--- config.mk ---
export PLATFORM = sky130hd
export DESIGN_NAME = lifo_calc
export DESIGN_NICKNAME = d
export VERILOG_FILES = /design/src/rtl/lifo_calc_pkg.sv /design/src/rtl/lifo_calc_rstsync.sv /design/src/rtl/lifo_calc_ctrl.sv /design/src/rtl/lifo_calc_add.sv /design/src/rtl/lifo_calc_regs.sv /design/src/rtl/lifo_calc.sv
export SDC_FILE = /design/constraint.sdc
export NUM_CORES = 1
export LEC_CHECK = 0
export BUFFER_PORTS_ARGS = -buffer_cell sky130_fd_sc_hd__buf_2
export CORE_MARGIN = 3
export CORE_UTILIZATION = 59
export CTS_CLUSTER_SIZE = 12
export DETAILED_ROUTE_END_ITERATION = 10
export PLACE_DENSITY_LB_ADDON = 0.2
export SYNTH_ARGS = -nofsm -noshare
export SYNTH_HDL_FRONTEND = slang
export SYNTH_HIERARCHICAL = 1
export SYNTH_SLANG_ARGS = --single-unit
--- constraint.sdc ---
create_clock -name clk -period 11.1 [get_ports clk]
set_input_delay 0.555 -clock clk [delete_from_list [all_inputs] [get_ports clk]]
set_output_delay 0.555 -clock clk [all_outputs]
set_load 0.02 [all_outputs]
--- src/rtl/lifo_calc_pkg.sv ---
package lifo_calc_pkg;

  // Command encoding seen at the cmd_op port
  typedef enum logic [1:0] {
    OP_NONE = 2'b00,
    OP_PUSH = 2'b01,
    OP_POP  = 2'b10,
    OP_ADD  = 2'b11
  } op_e;

  // Movement applied to the register column in one cycle
  typedef enum logic [1:0] {
    MV_HOLD = 2'b00,
    MV_DOWN = 2'b01,  // push: all entries one slot deeper
    MV_UP   = 2'b10,  // pop: all entries one slot toward the top
    MV_FOLD = 2'b11   // add: top takes the sum, the rest move up
  } move_e;

endpackage

--- src/rtl/lifo_calc_rstsync.sv ---
module lifo_calc_rstsync (
  input  logic clk,
  input  logic rst_n,
  output logic rst_sync_n
);

  logic [1:0] sync_q;

  always_ff @(posedge clk or negedge rst_n) begin
    if (!rst_n) begin
      sync_q <= 2'b00;
    end else begin
      sync_q <= {sync_q[0], 1'b1};
    end
  end

  assign rst_sync_n = sync_q[1];

endmodule

--- src/rtl/lifo_calc_ctrl.sv ---
module lifo_calc_ctrl
  import lifo_calc_pkg::*;
#(
  parameter int DEPTH = 8,
  parameter int CW    = $clog2(DEPTH + 1)
) (
  input  logic          clk,
  input  logic          rst_n,
  input  logic          cmd_valid,
  input  logic [1:0]    cmd_op,
  input  logic          err_clr,
  output move_e         move,
  output logic [CW-1:0] occ,
  output logic          ovf_err,
  output logic          unf_err
);

  localparam logic [CW-1:0] FULL_CNT = CW'(DEPTH);
  localparam logic [CW-1:0] TWO_CNT  = CW'(2);

  logic [CW-1:0] occ_q, occ_d;
  logic          ovf_q, ovf_d;
  logic          unf_q, unf_d;
  logic          ovf_set, unf_set;
  logic          upd_en;
  op_e           op;

  assign op = op_e'(cmd_op);

  // Decode the command against the current occupancy
  always_comb begin
    move    = MV_HOLD;
    occ_d   = occ_q;
    ovf_set = 1'b0;
    unf_set = 1'b0;
    if (cmd_valid) begin
      unique case (op)
        OP_PUSH: begin
          if (occ_q == FULL_CNT) begin
            ovf_set = 1'b1;
          end else begin
            move  = MV_DOWN;
            occ_d = occ_q + 1'b1;
          end
        end
        OP_POP: begin
          if (occ_q == '0) begin
            unf_set = 1'b1;
          end else begin
            move  = MV_UP;
            occ_d = occ_q - 1'b1;
          end
        end
        OP_ADD: begin
          if (occ_q < TWO_CNT) begin
            unf_set = 1'b1;
          end else begin
            move  = MV_FOLD;
            occ_d = occ_q - 1'b1;
          end
        end
        default: begin
          move = MV_HOLD;
        end
      endcase
    end
  end

  // A new error has priority over the clear
  always_comb begin
    ovf_d = ovf_set | (ovf_q & ~err_clr);
    unf_d = unf_set | (unf_q & ~err_clr);
  end

  assign upd_en = cmd_valid | err_clr;

  always_ff @(posedge clk or negedge rst_n) begin
    if (!rst_n) begin
      occ_q <= '0;
      ovf_q <= 1'b0;
      unf_q <= 1'b0;
    end else if (upd_en) begin
      occ_q <= occ_d;
      ovf_q <= ovf_d;
      unf_q <= unf_d;
    end
  end

  assign occ     = occ_q;
  assign ovf_err = ovf_q;
  assign unf_err = unf_q;

endmodule

--- src/rtl/lifo_calc_add.sv ---
module lifo_calc_add #(
  parameter int WIDTH = 16
) (
  input  logic [WIDTH-1:0] opa,
  input  logic [WIDTH-1:0] opb,
  output logic [WIDTH-1:0] sum
);

  // Carry out of the top bit is dropped: the result wraps
  always_comb begin
    sum = opa + opb;
  end

endmodule

--- src/rtl/lifo_calc_regs.sv ---
module lifo_calc_regs
  import lifo_calc_pkg::*;
#(
  parameter int WIDTH = 16,
  parameter int DEPTH = 8
) (
  input  logic             clk,
  input  logic             rst_n,
  input  move_e            move,
  input  logic [WIDTH-1:0] push_val,
  input  logic [WIDTH-1:0] fold_val,
  output logic [WIDTH-1:0] top_val,
  output logic [WIDTH-1:0] next_val
);

  localparam int LAST = DEPTH - 1;

  logic [WIDTH-1:0] ent_q [DEPTH];
  logic [WIDTH-1:0] ent_d [DEPTH];
  logic             shift_en;

  assign shift_en = (move != MV_HOLD);

  for (genvar i = 0; i < DEPTH; i++) begin : g_slot
    if (i == 0) begin : g_top
      always_comb begin
        unique case (move)
          MV_DOWN: ent_d[i] = push_val;
          MV_UP:   ent_d[i] = ent_q[i+1];
          MV_FOLD: ent_d[i] = fold_val;
          default: ent_d[i] = ent_q[i];
        endcase
      end
    end else if (i == LAST) begin : g_bottom
      // The bottom slot is cleared whenever the column moves up
      always_comb begin
        unique case (move)
          MV_DOWN: ent_d[i] = ent_q[i-1];
          MV_UP,
          MV_FOLD: ent_d[i] = '0;
          default: ent_d[i] = ent_q[i];
        endcase
      end
    end else begin : g_mid
      always_comb begin
        unique case (move)
          MV_DOWN: ent_d[i] = ent_q[i-1];
          MV_UP,
          MV_FOLD: ent_d[i] = ent_q[i+1];
          default: ent_d[i] = ent_q[i];
        endcase
      end
    end

    always_ff @(posedge clk or negedge rst_n) begin
      if (!rst_n) begin
        ent_q[i] <= '0;
      end else if (shift_en) begin
        ent_q[i] <= ent_d[i];
      end
    end
  end

  assign top_val  = ent_q[0];
  assign next_val = ent_q[1];

endmodule

--- src/rtl/lifo_calc.sv ---
module lifo_calc
  import lifo_calc_pkg::*;
#(
  parameter int WIDTH = 16,
  parameter int DEPTH = 8
) (
  input  logic             clk,
  input  logic             rst_n,
  input  logic             cmd_valid,
  input  logic [1:0]       cmd_op,
  input  logic [WIDTH-1:0] cmd_data,
  input  logic             err_clr,
  output logic [WIDTH-1:0] tos_data,
  output logic             ovf_err,
  output logic             unf_err
);

  localparam int CW = $clog2(DEPTH + 1);

  logic             rst_sync_n;
  move_e            move;
  logic [CW-1:0]    occ;
  logic [WIDTH-1:0] top_val, next_val, sum_val;

  lifo_calc_rstsync u_rst (
    .clk        (clk),
    .rst_n      (rst_n),
    .rst_sync_n (rst_sync_n)
  );

  lifo_calc_ctrl #(.DEPTH(DEPTH), .CW(CW)) u_ctrl (
    .clk       (clk),
    .rst_n     (rst_sync_n),
    .cmd_valid (cmd_valid),
    .cmd_op    (cmd_op),
    .err_clr   (err_clr),
    .move      (move),
    .occ       (occ),
    .ovf_err   (ovf_err),
    .unf_err   (unf_err)
  );

  lifo_calc_add #(.WIDTH(WIDTH)) u_add (
    .opa (top_val),
    .opb (next_val),
    .sum (sum_val)
  );

  lifo_calc_regs #(.WIDTH(WIDTH), .DEPTH(DEPTH)) u_regs (
    .clk      (clk),
    .rst_n    (rst_sync_n),
    .move     (move),
    .push_val (cmd_data),
    .fold_val (sum_val),
    .top_val  (top_val),
    .next_val (next_val)
  );

  assign tos_data = top_val;

endmodule

==> results of run 1 <==
power by group through the flow:
stage               combinational (uW)  sequential (uW)  clock, uW
finish                             715              842        572
detailed placement                 705              849          0
floorplan                          669              785          0
global placement                   677              838          0
global route                       792              869        604
CTS                                712              842        584
stage by stage:
step,setup WS (ns),utilization (%),cells
after floorplan,7.03,-,677
after global placement,7.49,60.0,815
after detailed placement,7.41,60.0,815
after CTS,7.60,65.0,848
after global routing,7.30,65.0,848
final,7.60,65.0,848
cell families (layout without fill, tap and decap cells):
| group | count (synthesis) | count (layout) | synth area share [%] |
|---|---|---|---|
| AO/OA/AOI/OAI | 145 | 145 | 11.2 |
| AND/OR/NAND/NOR | 145 | 145 | 7.94 |
| flip-flops | 136 | 136 | 46.5 |
| multiplexers | 131 | 131 | 20.7 |
| buffers and inverters | 81 | 84 | 7.87 |
| adder cells (fa/ha/maj) | 19 | 19 | 3.45 |
| XOR/XNOR | 19 | 19 | 2.27 |
| other | 1 | 1 | 0.0512 |
cells in the mapped netlist, drive strengths merged (3+ instances only):
cell type,number
a21oi,18
ha,17
dfrtp,136
nand3,6
clkbuf,14
xor2,7
mux2i,113
o211ai,3
a21o,4
nor3,3
buf,60
o21ai,107
nor2,23
xnor2,12
mux4,16
nand2,107
inv,6
worst paths after layout:
| check | to | cells past startpoint | from |
|---|---|---|---|
| worst max register to register | u_regs/ent_q[25] | 7 | u_ctrl/occ[0] |
| min in group asynchronous | u_regs/top_val[0] | 0 | u_rst/sync_q[1] |
| worst max-delay path | u_regs/ent_q[25] | 7 | u_ctrl/occ[0] |
| worst min-delay path | u_ctrl/unf_err | 2 | err_clr |
| worst min register to register | u_rst/sync_q[1] | 0 | u_rst/sync_q[0] |
| max in group asynchronous | u_regs/next_val[8] | 1 | u_rst/sync_q[1] |
state kept, by name (all words and copies together), names as in the netlist:
register	cells
u_ctrl/occ	4
u_regs/top_val	16
u_rst/sync_q	2
u_regs/next_val	16
u_ctrl/ovf_err	1
u_regs/ent_q	96
u_ctrl/unf_err	1
cell type report:
type                       count  area (um^2)
tap                          168          210
timing repair buffer          45          243
fill                         985         4220
sequential                   136         3410
inverter                       7         26.3
clock inverter                14          169
clock buffer                  18          429
multi-input combinational    460         3360
per-layer routing:
layer / routed length (um) / share of wire (%) / GRT usage [%] / vias up
met3: 538 / 4.1 / 5.11 / 21
met2: 5890 / 45 / 28.5 / 128
li1: - / - / - / 2329
met4: 195 / 1.5 / 7.26 / 0
met1: 6370 / 49 / 28.3 / 2301
met5: 0 / 0 / 0 / -
repair_timing:
action	in CTS	in global routing
hold buffers	1	0
hold endpoints to repair	2	0
setup buffers	0	0
==> flow_metrics.tcl, run 1 <==
set metrics [dict create \
    status "finished clean" \
    io_pins 40 \
    cts-root-buf "clkbuf_16" \
    grt_overflow 0 \
    p_int_uw 1350 \
    cts_sinks 136 \
    routedWlPerCell_um 15.3 \
    reg2reg_slack_ns 7.60 \
    p_total_uw 2130 \
    slew_viol_final 0 \
    vias 4779 \
    ys_ff_latch 136 \
    place_congestion 0.862 \
    setup_viol 0 \
    chipWidth_um 117 \
    end_kind "register" \
    p_leak_uw 0.00341 \
    num_rows 40 \
    hold_viol 0 \
    max_cap_violations 0 \
    nNetsFinal 708 \
    die_area_um2 13800 \
    synth_cell_types 45 \
    cts_buffers 17 \
    p_seq_share_pct 39.5 \
    antenna_found_initial 0 \
    worst_pin_slew_ns 1.13 \
    drt-total-wl_mm 13.0 \
    cts_max_level 4 \
    path_buf_inv 2 \
    grt_max_degree 139 \
    yosys.area.top_type "dfrtp_1" \
    crit_arrival_ns 3.75 \
    clkPwrFrac_pct 26.9 \
    max_freq_mhz 285 \
    clk_latency_ns 0.42 \
    ant_nets 0 \
    grt_pass1_wl_mm 22.4 \
    syn_inst 677 \
    cts.clk_slew.worst_paths_ns 0.06 \
    die_h_um 117 \
    drtIter0Drc 467 \
    fin_crit_sh_pct 31.6 \
    start_util_pct 60.7 \
    n_antenna_cell 0 \
    critPathSlowestCell "o211a_4" \
    hpwl_mm 8.32 \
    synth_edf_count 0 \
    fin_setup_tns_ns 0 \
    finalClockSkew_ns 0.00973 \
    via_per_inst 5.64 \
    crit_type "register to register" \
    cts_tree "yes" \
    port_buffers 39 \
    synth_warnings 6 \
    rsz0062_at_grt "false" \
    syn_nets 718 \
    synth_flop_cell "dfrtp_1" \
    hp-class "input port to register" \
    yosysSeqAreaShare_pct 46.5 \
    most-common-layout-cells "135 x dfrtp_1, 113 x mux2i_1, 107 x nand2_1" \
    syn_to_final_growth_pct 7.09 \
    cp_top_family "buffers and inverters" \
    p_sw_uw 778 \
    synth_area_um2 7330 \
    dpl-instance-area_um2 7240 \
    whs_ns 0.330 \
    ctsResizeCount 0 \
    grt_usage_pct 19.5 \
    synth.top_cell.area_share_pct 46.5 \
    avgSynthCellArea_um2 10.8 \
    grt_pass1_vias 4601 \
    slew_headroom_pct 24.8 \
    cp_cell_sequence "nand2b_1 -> mux2_2 -> o211a_4 -> buf_4 -> buf_4 -> mux2i_1 -> o21ai_0" \
    synth_async_sr_flop_share_pct 100 \
    drcViolationCount 0 \
    cp_max_fo 56 \
    core_um2 12100 \
    peakVddDrop_uv 155 \
    startpoint_type "register" \
    dr.pass1.iters 5 \
    cpPeakStageDelay_ns 0.83 \
    switching_share_pct 36.5 \
    cp_common_cell "buf_4" \
    final_cell_area_um2 7850 \
    pwr-share-comb_pct 33.6 \
    min_period_ns 3.50 \
    synth_area_leaders "dfrtp_1 46%, mux2i_1 15%, o21ai_0 5.8%, nand2_1 5.5%, mux4_2 4.9%" \
    clockBufferDepth 2 \
    power_density_nw_per_um2 271 \
    drive_gt1_share_pct 15.6 \
    required_ns 11.35 \
    final_common_cell "dfrtp_1" \
]
Power figures use the tool's default switching activity.
==> inputs of run 2 (changes only) <==
ABC_AREA = 1   (was default)
clock period = 3.34 ns   (was 11.1 ns; I/O delays follow)
==> flow_metrics.tcl, run 2 <==
set metrics [dict create \
    chipWidth_um 118 \
    hp-class "input port to asynchronous set/reset pin" \
    cp_max_fo 102 \
    synth.top_cell.area_share_pct 45.6 \
    cts-root-buf "clkbuf_16" \
    grt_usage_pct 24.2 \
    drtIter0Drc 472 \
    final_common_cell "nand2_1" \
    synth-adder-area-share_pct 3.39 \
    synth_area_um2 7460 \
    synth_flop_cell "dfrtp_1" \
    ant_nets 0 \
    n_antenna_cell 0 \
    multi_input_area_um2 3200 \
    yosys.area.top_type "dfrtp_1" \
    startpoint_type "register" \
    critPathSlowestCell "buf_4" \
    io_pins 40 \
    most-common-layout-cells "368 x nand2_1, 135 x dfrtp_1, 83 x inv_1" \
    grt_max_degree 103 \
    avgSynthCellArea_um2 7.80 \
    dr.pass1.iters 5 \
    core_um2 12200 \
    setup_viol 0 \
    synth_xor_area_share_pct 1.29 \
    clockBufferDepth 2 \
    grt_overflow 0 \
    cp_common_cell "nand2_1" \
    synth_cell_types 34 \
    place_congestion 0.889 \
    rsz0062_at_grt "false" \
    stdcell_count 1130 \
    route.met3.wl_um 657 \
    dpl.cell_count 1098 \
    peakVddDrop_uv 605 \
    status "finished clean" \
    end_kind "register" \
    synth_async_sr_flop_share_pct 100 \
    syn_to_final_growth_pct 7.93 \
    whs_ns 0.0597 \
    yosys.area_share.simple_pct 28.9 \
    cts_max_level 4 \
    power_density_nw_per_um2 978 \
    route.met2.wl_mm 8.09 \
    register_area_um2 3410 \
    crit_arrival_ns 2.79 \
    routedWlPerCell_um 14.4 \
    synth_top_family_by_area "simple AND/OR/NAND/NOR gates" \
    ys_ff_latch 136 \
    hold_viol 0 \
    drt-total-wl_mm 16.3 \
    finalClockSkew_ns 0.00414 \
    drive_gt1_share_pct 11.2 \
    max_flop_register "u_regs/ent_q" \
    cts_sinks 136 \
    synth-compound-area-share_pct 9.10 \
    fillers 1038 \
    yosysMostFrequentCell "nand2_1" \
    cts.clk_slew.worst_paths_ns 0.05 \
    vias 6023 \
    clk_latency_ns 0.42 \
    grt_pass1_wl_mm 27.6 \
    hpwl_mm 10.4 \
    yosysSeqAreaShare_pct 45.6 \
    fin_setup_tns_ns 0 \
    max_cap_violations 0 \
    nNetsFinal 993 \
    port_buffers 39 \
    cts_buffers 17 \
    syn_inst 957 \
    slew_headroom_pct 29.1 \
    slew_viol_final 0 \
    synth_edf_count 0 \
    drt-met1-wl_mm 7.32 \
    crit_type "register to register" \
    cpPeakStageDelay_ns 0.85 \
    die_area_um2 14000 \
    yosys-top-cells-count "368 x nand2_1, 136 x dfrtp_1, 83 x inv_1" \
    grt_pass1_vias 5782 \
    cts_setup_buffers 0 \
    num_rows 40 \
    synth_warnings 6 \
    p_leak_uw 0.00403 \
    worst_pin_slew_ns 1.06 \
    max_freq_mhz 411 \
    via_per_inst 5.33 \
    cp_cell_sequence "nor2_2 -> nand2_1 -> nand2_1 -> a21oi_4 -> buf_4 -> nand3_1 -> nand3_1 -> nand2_1 -> nand2_1" \
    largest_reg_flops 96 \
    ctsHoldBuffers 3 \
    required_ns 3.70 \
    ctsResizeCount 0 \
    synth_area_leaders "dfrtp_1 46%, nand2_1 19%, nand3_1 4.7%, inv_1 4.2%, buf_4 3.9%" \
    min_period_ns 2.43 \
    drcViolationCount 0 \
    syn_nets 998 \
    start_util_pct 61.1 \
    top_layer "met4" \
    fin_crit_sh_pct 72.8 \
    antenna_found_initial 0 \
    yosys-mux-area-fraction_pct 0 \
    cts_tree "yes" \
    die_h_um 118 \
]
[run 2: cell count changes in the layout (fill, tap and decap cells not counted), moves of 9 or more]
cell / before / now
nand2_1: 107 / 368
mux2i_1: 113 / 0
inv_1: 6 / 83
o21ai_0: 85 / 8
nand3_1: 6 / 70
o211ai_1: 3 / 39
nor2_1: 21 / 54
o21ai_1: 22 / 2
a22oi_1: 0 / 17
mux4_2: 16 / 0
o22ai_1: 1 / 13
nand2_2: 0 / 9
xnor2_1: 12 / 3
[run 2: power breakdown]
group,total (uW),internal [uW],switching (uW)
Clock,1790,1140,646
Combinational,3190,1180,2010
Sequential,2910,2310,593
[run 2: layout make-up]
cell class | count | share of cell area, %
clock buffer | 25 | 6.03
clock inverter | 4 | 0.870
inverter | 89 | 4.21
multi-input combinational | 654 | 39.8
sequential | 136 | 42.3
tap | 168 | 2.61
timing repair buffer | 54 | 4.22
[run 2: worst max-delay path: cells and delay by family (launching register included)]
family	cells	cell delay [ns]
buf+inv	1	0.85
simple gates	7	0.77
compound gates	1	0.25
flops	1	0.45
[run 2: per-layer routing]
metal  up-vias  global-route usage (%)
met4         0                    7.02
met2       114                    40.0
li1       2992                       -
met5         -                       0
met1      2898                    32.4
met3        19                    5.36
[run 2: kinds of logic (layout without fill, tap and decap cells)]
kind of cell | Yosys count | count (layout)
AND/OR/NAND/NOR | 520 | 520
adder cells (fa/ha/maj) | 19 | 19
other | 1 | 1
AO/OA/AOI/OAI | 103 | 103
buffers and inverters | 167 | 172
XOR/XNOR | 11 | 11
flip-flops | 136 | 136
[run 2: path summary, 6_finish.rpt]
check | slack (ns) | cells past startpoint | from | to
worst max-delay path | 0.91 | 9 | u_ctrl/occ[3] | u_regs/top_val[13]
worst min-delay path | 0.06 | 2 | rst_n | u_rst/sync_q[1]
worst max register to register | 0.91 | 9 | u_ctrl/occ[3] | u_regs/top_val[13]
worst min register to register | 0.32 | 0 | u_rst/sync_q[1] | u_regs/ent_q[53]
max in group asynchronous | 2.19 | 1 | u_rst/sync_q[1] | u_regs/ent_q[91]
min in group clk | 0.06 | 5 | cmd_data[14] | u_regs/top_val[14]
[run 2: through the flow]
step           power (uW)  setup WS [ns]  instance area (um^2)  util, %
2_1_floorplan        5550           1.08                  7470        -
3_3_place_gp         6010           1.08                  7470     61.2
3_5_place_dp         6070           1.02                  7470     61.2
4_1_cts              7910          0.965                  8060     66.0
5_1_grt              8520          0.730                  8060     66.0
6_report             7880          0.907                  8060     66.0
==> inputs of run 3 (changes only) <==
ABC_AREA = 0   (was 1)
clock period = 2.39 ns   (was 3.34 ns; I/O delays follow)
==> flow_metrics.tcl, run 3 (synthesis gave the netlist of run 1 again) <==
set metrics [dict create \
    end_kind "register" \
    drt-total-wl_mm 14.3 \
    via_per_inst 5.57 \
    core_um2 12100 \
    final_common_cell "dfrtp_1" \
    io_pins 40 \
    power_density_nw_per_um2 1240 \
    slew_headroom_pct 56.7 \
    chipWidth_um 117 \
    finalClockSkew_ns 0.00626 \
    crit_type "register to register" \
    place_ws_ns -0.210 \
    worst_pin_slew_ns 0.649 \
    worstHoldStart "cmd_data[7]" \
    status "finished with violations" \
    clk_latency_ns 0.42 \
    crit_arrival_ns 2.84 \
    max_flop_register "u_regs/ent_q" \
    rsz0062_at_grt "true" \
    slew_viol_final 0 \
    final_util_pct 69.8 \
    peakVddDrop_uv 654 \
    max_freq_mhz 392 \
    grt_pass1_vias 5089 \
    max_cap_violations 0 \
    fin_setup_tns_ns -0.523 \
    violations "setup timing" \
    nNetsFinal 760 \
    start_util_pct 60.7 \
    grt_pass1_wl_mm 24.6 \
    place_congestion 0.889 \
    drive_gt1_share_pct 22.3 \
    min_to "u_regs/top_val[7]" \
    cp_max_fo 3 \
    dr.pass1.iters 5 \
    fin_ws_ns -0.162 \
    grt_max_degree 57 \
    die_area_um2 13800 \
    drtIter0Drc 395 \
    syn_to_final_growth_pct 14.9 \
    die_h_um 117 \
    num_rows 40 \
    cts_sinks 136 \
    cts_max_level 4 \
    r2r.worst_path.cells 8 \
    most-common-layout-cells "135 x dfrtp_1, 113 x mux2i_1, 107 x nand2_1" \
    hpwl_mm 9.70 \
    cts-root-buf "clkbuf_16" \
    largest_reg_flops 96 \
    fin_crit_sh_pct 107 \
    port_buffers 39 \
    n_antenna_cell 0 \
    vias 5010 \
    routedWlPerCell_um 15.8 \
    hp-class "input port to register" \
    required_ns 2.67 \
    setup_viol 4 \
    reg2reg_slack_ns -0.16 \
    whs_path_depth 2 \
    startpoint_type "register" \
    cts_buffers 17 \
    reg2reg_from "u_regs/top_val[0]" \
    r2r-end "u_regs/top_val[12]" \
    stdcell_count 900 \
    min_period_ns 2.55 \
    dpl.cell_count 859 \
    ant_nets 0 \
    drcViolationCount 0 \
    p_leak_uw 0.00372 \
    clockBufferDepth 2 \
    cts.clk_slew.worst_paths_ns 0.06 \
    grt_usage_pct 21.9 \
    antenna_found_initial 0 \
    cts_tree "yes" \
    grt_overflow 0 \
    hold_viol 0 \
    p_total_uw 10500 \
]
==> run 3: cell count changes in the layout (fill, tap and decap cells not counted), sizes merged, moves of 9 or more <==
cell and delta:
nand3 -67, o21ai +97, o211ai -36, buf +41
o22ai -12, inv -81, mux2i +113, nand2 -272
a22oi -17, xnor2 +9, nor2 -36, mux4 +16
==> run 3: layer usage <==
| metal | vias up | GRT usage, % | wire, um | part of all wire (%) |
|---|---|---|---|---|
| met2 | 104 | 34.7 | 6780 | 48 |
| met4 | 0 | 8.94 | 235 | 1.6 |
| met1 | 2449 | 29.5 | 6750 | 47 |
| met3 | 21 | 5.01 | 489 | 3.4 |
| met5 | - | 0 | 0 | 0 |
| li1 | 2436 | - | - | - |
==> run 3: through the flow <==
step	area [um^2]	hold WS [ns]
after CTS	8380	0.00899
after detailed placement	7690	-0.0924
after global routing	8410	0.00181
after global placement	7690	-0.0957
after floorplan	7350	-0.176
final	8410	0.0236
==> run 3: critical path, stage by stage (launching register included) <==
cell,delay [ns]
dfrtp_1,0.41
ha_4,0.18
fa_2,0.37
a21o_4,0.23
a311oi_4,0.29
nor3_1,0.13
o41ai_2,0.25
xnor2_1,0.10
mux4_2,0.46
==> run 3: report_power, final <==
| group | leakage [uW] | internal (uW) | switching [uW] |
|---|---|---|---|
| logic | 0.00159 | 1940 | 2070 |
| clock network | 0.000298 | 1660 | 963 |
| registers | 0.00183 | 3110 | 714 |
| total | 0.00372 | 6710 | 3750 |
==> run 3: cell type report <==
type	count	area, um^2
Timing Repair Buffer	97	756
Clock buffer	20	447
Clock inverter	12	150
Tap cell	168	210
Fill cell	866	3650
Inverter	7	26.3
Multi-Input combinational cell	460	3420
Sequential cell	136	3410
==> run 3: how the worst max path moves through the flow <==
stage,start,endpoint,slack (ns)
CTS,u_regs/next_val[0],u_regs/top_val[12],-0.13
finish,u_regs/top_val[0],u_regs/top_val[12],-0.16
floorplan,u_regs/top_val[0],u_regs/top_val[12],-0.11
detailed placement,u_regs/next_val[0],u_regs/top_val[12],-0.21
global placement,u_regs/next_val[0],u_regs/top_val[10],-0.16
global route,u_regs/next_val[0],u_regs/top_val[12],-0.25
==> run 3: what timing repair did <==
action,4_1_cts,5_1_grt
buffers inserted,4,0
pin swaps,3,0
hold buffers,5,0
gates resized for setup,1,10
setup endpoints to repair,4,9
hold endpoints to repair,4,0
